### src/rtl/pwrup_pkg.sv
package pwrup_pkg;
    typedef enum logic [1:0] {
        ST_IDLE  = 2'd0,
        ST_CAL   = 2'd1,
        ST_LOCK  = 2'd2,
        ST_READY = 2'd3
    } pwr_state_e;
endpackage

### src/rtl/pwrup_cnt.sv
module pwrup_cnt #(
    parameter int unsigned LIMIT = 16
) (
    input  logic clk,
    input  logic rst_n,
    input  logic run_i,
    output logic last_o
);
    localparam int unsigned W = (LIMIT > 1) ? $clog2(LIMIT) : 1;
    localparam logic [W-1:0] LAST_VAL = W'(LIMIT - 1);

    logic [W-1:0] cnt_q;

    assign last_o = run_i && (cnt_q == LAST_VAL);

    always_ff @(posedge clk or negedge rst_n) begin
        if (!rst_n)
            cnt_q <= '0;
        else if (!run_i || last_o)
            cnt_q <= '0;
        else
            cnt_q <= cnt_q + 1'b1;
    end

    // an idle counter restarts from zero
    a_r6_cnt_cleared: assert property (@(posedge clk) disable iff (!rst_n)
        !run_i |=> cnt_q == '0);
    // the count never passes the phase limit
    a_r2_cnt_bound: assert property (@(posedge clk) disable iff (!rst_n)
        cnt_q <= LAST_VAL);
endmodule

### src/rtl/pwrup_err.sv
module pwrup_err (
    input  logic clk,
    input  logic rst_n,
    input  logic req_i,
    input  logic ready_i,
    output logic err_o
);
    always_ff @(posedge clk or negedge rst_n) begin
        if (!rst_n)
            err_o <= 1'b0;
        else if (req_i && !ready_i)
            err_o <= 1'b1;
    end

    // once set, the flag holds until reset
    a_r7_sticky: assert property (@(posedge clk) disable iff (!rst_n)
        err_o |=> err_o);
    // an early request always raises the flag
    a_r7_early_sets: assert property (@(posedge clk) disable iff (!rst_n)
        (req_i && !ready_i) |=> err_o);
endmodule

### src/rtl/pwrup_seq.sv
module pwrup_seq
    import pwrup_pkg::*;
#(
    parameter int unsigned CAL_CYCLES  = 163840,
    parameter int unsigned LOCK_CYCLES = 65536
) (
    input  logic       clk,
    input  logic       rst_n,
    input  logic       clk_stable_i,
    input  logic       access_req_i,
    output logic       cal_active_o,
    output logic       dll_en_o,
    output logic       ready_o,
    output logic [1:0] phase_o,
    output logic       early_err_o
);
    pwr_state_e state_q, state_d;
    logic cal_run, lock_run, cal_last, lock_last;

    assign cal_run  = (state_q == ST_CAL)  && clk_stable_i;
    assign lock_run = (state_q == ST_LOCK) && clk_stable_i;

    pwrup_cnt #(.LIMIT(CAL_CYCLES)) u_cal_cnt (
        .clk(clk), .rst_n(rst_n), .run_i(cal_run), .last_o(cal_last)
    );

    pwrup_cnt #(.LIMIT(LOCK_CYCLES)) u_lock_cnt (
        .clk(clk), .rst_n(rst_n), .run_i(lock_run), .last_o(lock_last)
    );

    // state register
    always_ff @(posedge clk or negedge rst_n) begin
        if (!rst_n)
            state_q <= ST_IDLE;
        else
            state_q <= state_d;
    end

    // transitions: START, CAL_DONE, LOCK_DONE, LOSS, HOLD
    always_comb begin
        state_d = state_q;
        unique case (state_q)
            ST_IDLE:  if (clk_stable_i) state_d = ST_CAL;
            ST_CAL:   if (!clk_stable_i) state_d = ST_IDLE;
                      else if (cal_last) state_d = ST_LOCK;
            ST_LOCK:  if (!clk_stable_i) state_d = ST_IDLE;
                      else if (lock_last) state_d = ST_READY;
            ST_READY: if (!clk_stable_i) state_d = ST_IDLE;
            default:  state_d = ST_IDLE;
        endcase
    end

    // outputs
    always_comb begin
        cal_active_o = 1'b0;
        dll_en_o     = 1'b0;
        ready_o      = 1'b0;
        unique case (state_q)
            ST_IDLE:  ;
            ST_CAL:   cal_active_o = 1'b1;
            ST_LOCK:  dll_en_o = 1'b1;
            ST_READY: begin
                dll_en_o = 1'b1;
                ready_o  = 1'b1;
            end
            default:  ;
        endcase
        phase_o = state_q;
    end

    pwrup_err u_err (
        .clk(clk), .rst_n(rst_n), .req_i(access_req_i),
        .ready_i(ready_o), .err_o(early_err_o)
    );

    // IDLE holds without stable clocks
    a_r1_idle_hold: assert property (@(posedge clk) disable iff (!rst_n)
        (phase_o == 2'd0 && !clk_stable_i) |=> phase_o == 2'd0);
    // ready rises only out of LOCK
    a_r4_ready_from_lock: assert property (@(posedge clk) disable iff (!rst_n)
        $rose(ready_o) |-> $past(phase_o) == 2'd2);
    // the loop enable stays on while clocks stay stable
    a_r5_dll_hold: assert property (@(posedge clk) disable iff (!rst_n)
        (dll_en_o && clk_stable_i) |=> dll_en_o);
    // clock loss always returns to IDLE
    a_r6_loss_idle: assert property (@(posedge clk) disable iff (!rst_n)
        !clk_stable_i |=> phase_o == 2'd0);
    // exactly one phase flag outside IDLE
    a_r9_flags_exclusive: assert property (@(posedge clk) disable iff (!rst_n)
        $onehot0({cal_active_o, dll_en_o && !ready_o, ready_o}));
endmodule

### config.mk
export PLATFORM = sky130hd
export DESIGN_NAME = pwrup_seq
export DESIGN_NICKNAME = d
export VERILOG_FILES = /design/src/rtl/pwrup_pkg.sv /design/src/rtl/pwrup_cnt.sv /design/src/rtl/pwrup_err.sv /design/src/rtl/pwrup_seq.sv
export SDC_FILE = /design/constraint.sdc
export NUM_CORES = 1
export LEC_CHECK = 0
export ABC_CLOCK_PERIOD_IN_PS = 2350
export BUFFER_PORTS_ARGS = -buffer_cell sky130_fd_sc_hd__buf_2
export CAP_MARGIN = 20
export CORE_ASPECT_RATIO = 1.5
export CORE_UTILIZATION = 55
export CTS_BUF_LIST = sky130_fd_sc_hd__clkbuf_8
export DETAILED_ROUTE_END_ITERATION = 6
export PLACE_DENSITY = 0.79
export SLEW_MARGIN = 10
export SYNTH_ARGS = -nofsm -noshare
export SYNTH_HDL_FRONTEND = slang
export SYNTH_SLANG_ARGS = --single-unit
### constraint.sdc
create_clock -name clk -period 2.35 [get_ports clk]
set_clock_uncertainty 0.2 [all_clocks]
set_input_delay 0.3525 -clock clk [delete_from_list [all_inputs] [get_ports clk]]
set_output_delay 0.3525 -clock clk [all_outputs]
set_load 0.02 [all_outputs]
# After elaboration in Yosys (flattened, before gate mapping)
# Cells that the tools add are included.
[word_totals]
reg_bits = 37
latchBits = 0
mem_bits_rw = 0
mem_bits_ro = 0
in_bits = 4
out_inout_bits = 6
n_memories = 0
[classes]
addsub = 2
multipliers = 0
div_mod_pow = 0
order_cmp = 0
eq_ne = 9
n_shift = 0
n_mux = 12
n_bitwise = 0
n_reduce_logical = 13
[op_table]
columns = ["cell", "count"]
rows = [
  ["18-bit by 1-bit adder with 18-bit output, second input constant", 1],
  ["18-bit == test, second input constant", 1],
  ["18-bit two-way mux", 1],
  ["16-bit by 1-bit adder with 16-bit output, second input constant", 1],
  ["16-bit == test, second input constant", 1],
  ["16-bit two-way mux", 1],
  ["2-bit two-way mux", 6],
  ["2-bit case mux with 4 select lines", 1],
  ["3-bit by 2-bit inequality test with 1-bit output, second input constant", 2],
  ["1-bit logical AND", 5],
  ["2-bit == test, second input constant", 2],
  ["2-bit inequality test, second input constant", 2],
  ["4-bit AND reduction", 1],
  ["1-bit zero test", 3],
  ["1-bit two-way mux", 3],
  ["2-bit by 1-bit == test with 1-bit output, second input constant", 1],
  ["2-bit zero test", 1],
  ["1-bit logical OR", 2],
  ["2-bit OR reduction", 1],
]

# Longest topological paths before layout
# Gate-level depths: netlist (run 1).
[depth]
ltp_word = 6
ltp_mapped = 7
ltp_nobuf = 5

# By module
# From an unflattened synthesis (run 1), not the netlist that was laid out.
[unflattened]
hier_cells = 184
area_unflattened_um2 = 1854.3
[modules_own_cells]
columns = ["module", "n_inst", "cells_per_inst", "area_each_um2", "seq_area_each_um2"]
rows = [
  ["pwrup_cnt (u_cal_cnt)", 1, 90, 897.1, 450.4],
  ["pwrup_cnt (u_lock_cnt)", 1, 80, 808.3, 400.4],
  ["pwrup_seq", 1, 11, 112.6, 50.0],
  ["pwrup_err", 1, 3, 36.3, 25.0],
]

# Worst setup path after synthesis (run 1)
# No wires, ideal clock.
[synth_path]
path_kind = "register to register"
startpoint = "register u_cal_cnt.cnt_q[0]"
endpoint = "register state_q[0], in the netlist phase_o[0]"
arrival_ns = 1.596
required_ns = 2.011
path_slack_ns = 0.415
stages_incl_launch_ff = 8
synth_period_minus_slack_ns = 1.935
path_cell_list = "dfrtp_1 ha_1 nand2_1 nor4_1 a21o_1 buf_2 buf_4 o31ai_1"
[synth_between]
elab_chain_cells = 4
[synth_lines]
columns = ["item", "line_no", "source"]
rows = [
  ["from (decl)", "pwrup_cnt.sv:12", "logic [W-1:0] cnt_q;"],
  ["from (signal assigned)", "pwrup_cnt.sv:22", "cnt_q <= cnt_q + 1'b1;"],
  ["18-bit == test", "pwrup_cnt.sv:14", "assign last_o = run_i && (cnt_q == LAST_VAL);"],
  ["1-bit logical AND", "pwrup_cnt.sv:14", ""],
  ["3-bit by 2-bit inequality test with 1-bit output (no line)", "n/a", ""],
  ["4-bit AND reduction (no line)", "n/a", ""],
  ["to (signal assigned)", "pwrup_seq.sv:36", "state_q <= state_d;"],
  ["to (decl)", "pwrup_seq.sv:17", "pwr_state_e state_q, state_d;"],
]
# No other way between the ends.
# A chain may end at the register's enable or synchronous reset.

# Worst setup path in the final report (run 1)
# Same ends and word-level chain as after synthesis.

==> key figures, run 1 <==
Placed design
  – GP Congestion: approximately 0.79
  – Dpl hpwl: roughly 2.6 mm
  – # port buffers: 9
  – Setup WS pre-CTS: roughly 0.17 ns

Die
  – Die area: roughly 0.0036 mm^2
  – Core ar.: ~0.0032 mm^2
  – Site Rows: 25
  – Initial Util: 0.584
  – Horiz. Die Dim: between 40 and 50 um
  – Io pins: 10
  – Die Y-Extent: between 70 and 80 um

Yosys
  – Synth cell count leaders: dfrtp_1 (37), nor2_1 (36), xnor2_1 (21), nand3_1 (15), nand2_1 (10)
  – Post-Synth Simple-Gate Area: 0.294
  – Ys async rst share: 1.00
  – Synth Area in Compound Gates: 0.0346
  – Net Count, Synth: roughly 200
  – Post-Syn Area: between 0.0015 and 0.002 mm^2
  – Count of warnings emitted by yosys: 0
  – Main flop type after synthesis: dfrtp_1
  – Yosys top cell by area: dfrtp_1
  – Top-count cell post-synth: dfrtp_1
  – Seq cells post-synth: 37
  – XOR/XNOR share of the synthesized area: 0.128
  – Avg Inst Size Synth: between 9 and 10 um^2
  – Post-synthesis sequential area ratio: 0.502
  – Proportion of synthesized area in mux cells: 0
  – Main combinational cell family by area after synthesis: simple AND/OR/NAND/NOR gates
  – Area contributors post-synth: dfrtp_1 (50%), xnor2_1 (10%), nor2_1 (7.3%)
  – Share of the synthesized area in the top cell type: 0.502
  – Post-Synth Adder-Cell Area: 0.0136
  – Mapped Cells: 190
  – Yosys cell types: 32
  – Post-synth EDFFs: 0

Worst setup path
  – Worst Setup End Kind: register
  – Arr. time, crit path: ~2.0 ns
  – Reg2Reg Depth: 5
  – Crit Path Max Fanout: 17
  – Critical setup path kind: register to register
  – Worst r2r src: u_cal_cnt.cnt_q[0]
  – Startpoint Class: register
  – CP required: around 2.3 ns
  – Crit. Startpoint: u_cal_cnt.cnt_q[0]

Timing
  – # setup viols final: 0
  – Slew headroom: 0.471
  – Worst-Margin Slew: between 0.7 and 0.8 ns
  – Max Slew Vio Count: 0
  – FMAX: 492 MHz
  – Final Hold Fails: 0
  – Final cycle utilization of the critical path: 0.864
  – Final setup margin: between 0.3 and 0.4 ns
  – RSZ-0062 raised after global routing: no
  – TNS Setup: 0 ns
  – Fin crit period: around 2.0 ns
  – Min Hold Slack: roughly 0.064 ns

Finish
  – Antenna cell count: 0
  – Register area: 926 um^2
  – Multi-input logic area: between 800 and 900 um^2
  – Final nets: between 200 and 250
  – Share of layout cells above drive strength 1: 0.119
  – Number of fill cells: 257
  – Syn-to-layout area delta: 9.63%

Clock tree
  – CTS Sinks: 37
  – CTS tree: yes
  – Clk slew on worst S/H paths: approximately 0.07 ns
  – Number of buffers created by CTS: 5
  – Worst skew pair latency: 0.29 ns
  – Clk buf depth: 2
  – Root Driver: clkbuf_8
  – Postcts setup bufs: 0
  – H-tree depth: 2

Global routing
  – GRT Util Overall: 0.244
  – Initial antenna violation count: 0
  – Largest net degree at the start of global routing: 38
  – Vias in the first global route: roughly 1,500
  – Gr ovfl total: 0
  – First-pass GRT wire length: 6.54 mm

Pwr
  – Clock group share of total power: 0.406
  – Max VDD drop: 0.000453 V
  – Reg power frac: 0.552
  – Leakage dissipation: 0.770 nW
  – Switching Fraction: 0.218
  – Internal power: between 0.9 and 1 mW
  – Pwr dens: 581 mW/mm^2
  – Sw power: 0.256 mW
  – Gate power share: 0.042

Routing
  – Drt wl/cell: between 15 and 20 um
  – Via-to-Cell Ratio: roughly 5.8
  – Final WL: 3.64 mm
  – # DRC: 0
  – Iter 0 DRT Violations: 23
  – Drt pass-1 iters: 4
  – Vias: ~1,400
  – Antenna viol nets, final: 0

Hold path
  – Worst hold path startpoint: access_req_i
  – Worst hold path class: input port to register
  – Hold depth: 2

Run
  – Number of max-cap violations: 0

Run status
  – Status: complete, no violations
-- through the flow --
stage | power, mW | cell area [um^2] | utilization | cells
2_1_floorplan | 0.688 | 1850 | - | 190
3_3_place_gp | 0.709 | 1910 | 0.605 | 233
3_5_place_dp | 0.711 | 1910 | 0.605 | 233
4_1_cts | 1.19 | 2020 | 0.640 | 242
5_1_grt | 1.22 | 2020 | 0.640 | 242
6_report | 1.18 | 2020 | 0.640 | 242
-- state kept, by name, indices dropped and copies added, names as in the netlist --
name	cells
u_cal_cnt.cnt_q	18
u_lock_cnt.cnt_q	16
phase_o	2
u_err.err_o	1
-- path summary, 6_finish.rpt --
kind / to / slack (ns)
max: phase_o[0] / 0.32
min: u_err.err_o / 0.06
max reg2reg: phase_o[0] / 0.32
min reg2reg: u_err.err_o / 0.26
max in group asynchronous: u_cal_cnt.cnt_q[1] / 0.95
min in group asynchronous: u_lock_cnt.cnt_q[13] / 0.49
-- cell type report --
type | count | area share
Tap cell | 40 | 0.0247
Timing Repair Buffer | 10 | 0.0272
Clock inverter | 1 | 0.00247
Clock buffer | 7 | 0.0476
Sequential cell | 37 | 0.458
Inverter | 6 | 0.0111
Multi-Input combinational cell | 141 | 0.429
-- layout by cell type, fill, tap and decap left out, types with 2 or more instances in the layout --
cell type  netlist  layout
dfrtp_1         37      37
or4_1            3       3
nor2_1          36      36
clkbuf_8         0       7
nand3_1         15      15
xor2_1           6       6
buf_2            3       9
nor4_1           9       9
a21oi_1          3       3
nor3_1           7       7
o31ai_1          3       3
inv_1            6       6
nand2_1         10      10
nor2b_1          2       2
ha_1             2       2
xnor2_1         21      21
nand4_1          9       9
-- layer usage --
layer | vias up | GRT usage | wire length (um)
li1 | 681 | - | -
met5 | - | 0 | 0
met1 | 693 | 0.237 | 1360
met4 | 0 | 0.134 | 89
met2 | 18 | 0.481 | 2120
met3 | 9 | 0.0354 | 67
-- power groups by stage --
| stage | clock network [mW] | logic [mW] | registers (mW) |
|---|---|---|---|
| 3_5_place_dp | 0 | 0.0498 | 0.661 |
| 6_report | 0.477 | 0.0499 | 0.649 |
| 4_1_cts | 0.492 | 0.0512 | 0.649 |
| 5_1_grt | 0.510 | 0.0567 | 0.650 |
| 3_3_place_gp | 0 | 0.0481 | 0.661 |
| 2_1_floorplan | 0 | 0.0248 | 0.663 |
-- logic make-up (layout without fill, tap and decap cells) --
| group | Yosys count | after routing |
|---|---|---|
| and+or+nand+nor | 102 | 102 |
| DFF | 37 | 37 |
| xor gates and xnor gates | 27 | 27 |
| buffers and inverters | 12 | 24 |
| AOI/OAI and AO/OA | 10 | 10 |
| adders and majority gates | 2 | 2 |
-- worst max-delay path: stages (launching register included) --
cell and delay, ns:
dfrtp_1 0.42, ha_1 0.27, nand2_1 0.15, nor4_1 0.36, a21o_2 0.37, o31ai_1 0.12
-- repair_timing --
action	CTS	global route
gates resized for setup	0	1
hold buffers	1	0
endpoints found under the setup margin	0	3
endpoints found under the hold margin	37	0
Power figures use the tool's default switching activity.
==> inputs of run 2 (changes only) <==
--- a/config.mk
+++ b/config.mk
@@ -5,6 +5,7 @@
 export SDC_FILE = /design/constraint.sdc
 export NUM_CORES = 1
 export LEC_CHECK = 0
+export ABC_AREA = 1
 export ABC_CLOCK_PERIOD_IN_PS = 2350
 export BUFFER_PORTS_ARGS = -buffer_cell sky130_fd_sc_hd__buf_2
 export CAP_MARGIN = 20
@@ -12,6 +13,7 @@
 export CORE_UTILIZATION = 55
 export CTS_BUF_LIST = sky130_fd_sc_hd__clkbuf_8
 export DETAILED_ROUTE_END_ITERATION = 6
+export MAX_ROUTING_LAYER = met4
 export PLACE_DENSITY = 0.79
 export SLEW_MARGIN = 10
 export SYNTH_ARGS = -nofsm -noshare
==> key figures, run 2 <==
Global routing
  – Gr ovfl total: 0
  – GR Util met3: 0.0687
  – Met2 Resource Use GR: 0.412
  – Gr busiest metal: met2
  – Largest net degree at the start of global routing: 38
  – Initial antenna violation count: 0
  – GRT Util Overall: 0.230
  – First-pass GRT wire length: ~6.2 mm
  – Vias in the first global route: ~1,500
  – Routing usage on met1: 0.225

Yosys
  – Post-synth EDFFs: 0
  – Ys async rst share: 1.00
  – Net Count, Synth: about 260
  – Yosys cell types: 21
  – Count of warnings emitted by yosys: 0
  – Post-Syn Area: between 0.0015 and 0.002 mm^2
  – Seq cells post-synth: 37
  – Synth cell count leaders: nand2_1 (54), nor2_1 (54), dfrtp_1 (37), inv_1 (23), nand3_1 (16)
  – Avg Inst Size Synth: just under 8 um^2
  – Share of the synthesized area in the top cell type: 0.476
  – Area contributors post-synth: dfrtp_1 (48%), nand2_1 (10%), nor2_1 (10%)
  – Post-synthesis sequential area ratio: 0.476
  – Main flop type after synthesis: dfrtp_1
  – Yosys top cell by area: dfrtp_1
  – Mapped Cells: about 250

Timing
  – Min Hold Slack: 0.0680 ns
  – Final setup margin: 0.429 ns
  – # setup viols final: 0
  – Fin crit period: 1.92 ns
  – Slew headroom: 0.446
  – TNS Setup: 0 ns
  – Final cycle utilization of the critical path: 0.817
  – RSZ-0062 raised after global routing: no
  – Final Hold Fails: 0
  – Worst-Margin Slew: just over 0.8 ns
  – Max Slew Vio Count: 0
  – FMAX: 521 MHz

Pwr
  – Sw power: ~0.44 mW
  – Internal power: a little over 1 mW
  – Clock group share of total power: 0.339
  – Reg power frac: 0.484
  – Gate power share: 0.177
  – Pwr dens: between 600 and 700 mW/mm^2
  – Switching Fraction: 0.303
  – Max VDD drop: approximately 0.00046 V
  – Leakage dissipation: between 0.9 and 1 nW

Clock tree
  – Number of buffers created by CTS: 5
  – H-tree depth: 2
  – CTS resizes: 0
  – CTS Hold Buffers Added: 1
  – CTS Sinks: 37
  – Postcts setup bufs: 0
  – Clk buf depth: 2
  – Clk slew on worst S/H paths: ~0.080 ns
  – Worst skew pair latency: a little under 0.3 ns
  – CTS tree: yes
  – Root Driver: clkbuf_8

Die
  – Horiz. Die Dim: about 51 um
  – Die area: ~0.0038 mm^2
  – Initial Util: 0.575
  – Die Y-Extent: between 70 and 80 um
  – Core ar.: roughly 0.0034 mm^2
  – Io pins: 10
  – Site Rows: 26

Finish
  – Most frequent cells in the layout: nand2_1 (54), nor2_1 (54), dfrtp_1 (37)
  – Max reg flops: 18
  – Antenna cell count: 0
  – Final nets: between 200 and 300
  – Syn-to-layout area delta: 9.59%
  – Share of layout cells above drive strength 1: 0.117
  – Design area: between 0.002 and 0.0025 mm^2
  – Number of fill cells: 320
  – Register with the most flip-flops: u_cal_cnt.cnt_q

Worst setup path
  – CP required: ~2.3 ns
  – Startpoint Class: register
  – Worst Setup End Kind: register
  – Crit Path Max Fanout: 20
  – Critical setup path kind: register to register
  – Arr. time, crit path: 1.91 ns

Placed design
  – Setup WS pre-CTS: between 0.4 and 0.5 ns
  – Dpl hpwl: 2.68 mm
  – GP Congestion: roughly 0.83
  – # port buffers: 9
  – Placed inst area: 0.00202 mm^2

Routing
  – Antenna viol nets, final: 0
  – Via-to-Cell Ratio: 5.12
  – Drt pass-1 iters: 4
  – Drt wl/cell: about 12 um
  – Vias: 1,568
  – Iter 0 DRT Violations: ~40
  – Final WL: between 3 and 4 mm
  – # DRC: 0

Run status
  – Status: complete, no violations

Run
  – Number of max-cap violations: 0

Hold path
  – Worst hold path class: input port to register
[run 2: metrics by stage]
stage          power [mW]  std cells  utilization
3_3_place_gp        0.962        297        0.597
4_1_cts              1.46        306        0.630
6_report             1.44        306        0.630
2_1_floorplan       0.907        249            -
3_5_place_dp        0.968        297        0.597
5_1_grt              1.52        306        0.630
[run 2: layer usage]
metal  wire [um]  up-vias
met4          84        0
met3          90        7
li1            -      809
met1        1530      729
met2        1960       23
met5           0        -
[run 2: cell families (layout without fill, tap and decap cells)]
| family | after synthesis | in the layout | synth area share |
|---|---|---|---|
| AND/OR/NAND/NOR | 151 | 151 | 0.342 |
| flip-flops | 37 | 37 | 0.476 |
| buffers and inverters | 29 | 44 | 0.0618 |
| AO/OA/AOI/OAI | 15 | 15 | 0.0399 |
| XOR/XNOR | 15 | 15 | 0.0676 |
| adder cells (fa/ha/maj) | 2 | 2 | 0.0129 |
[run 2: worst paths after layout]
check | from | endpoint | slack [ns] | depth (start not counted)
min in group asynchronous | rst_n | u_lock_cnt.cnt_q[15] | 0.49 | 2
min reg2reg | u_err.err_o | u_err.err_o | 0.26 | 1
min | access_req_i | u_err.err_o | 0.07 | 2
max | u_cal_cnt.cnt_q[0] | phase_o[0] | 0.43 | 10
max in group asynchronous | rst_n | u_lock_cnt.cnt_q[13] | 0.93 | 2
max reg2reg | u_cal_cnt.cnt_q[0] | phase_o[0] | 0.43 | 10
[run 2: power groups by stage]
stage / clock (mW) / combinational, mW / sequential (mW)
after floorplan: 0 / 0.185 / 0.722
after global placement: 0 / 0.255 / 0.707
after detailed placement: 0 / 0.258 / 0.710
after CTS: 0.505 / 0.260 / 0.698
after global routing: 0.528 / 0.291 / 0.705
final: 0.489 / 0.255 / 0.698
[run 2: worst max-delay path, stage by stage, from the launching register on]
cell and delay, ns:
dfrtp_1 0.44, ha_1 0.21, nand2_1 0.07, inv_2 0.06, nand2_2 0.08, nor2_4 0.17
nand3_2 0.10, nand2_2 0.29, nand2_1 0.09, nand2_1 0.06, nand2_1 0.04
[run 2: final cells by class]
class                   count  area [um^2]  area share
clock buffers               7         96.3      0.0452
clock inverters             1         5.00     0.00235
inverters                  26         97.6      0.0458
multi-input cells         183          898       0.422
flip-flops and latches     37          926       0.435
well taps                  42         52.6      0.0247
repair buffers             10         55.1      0.0258
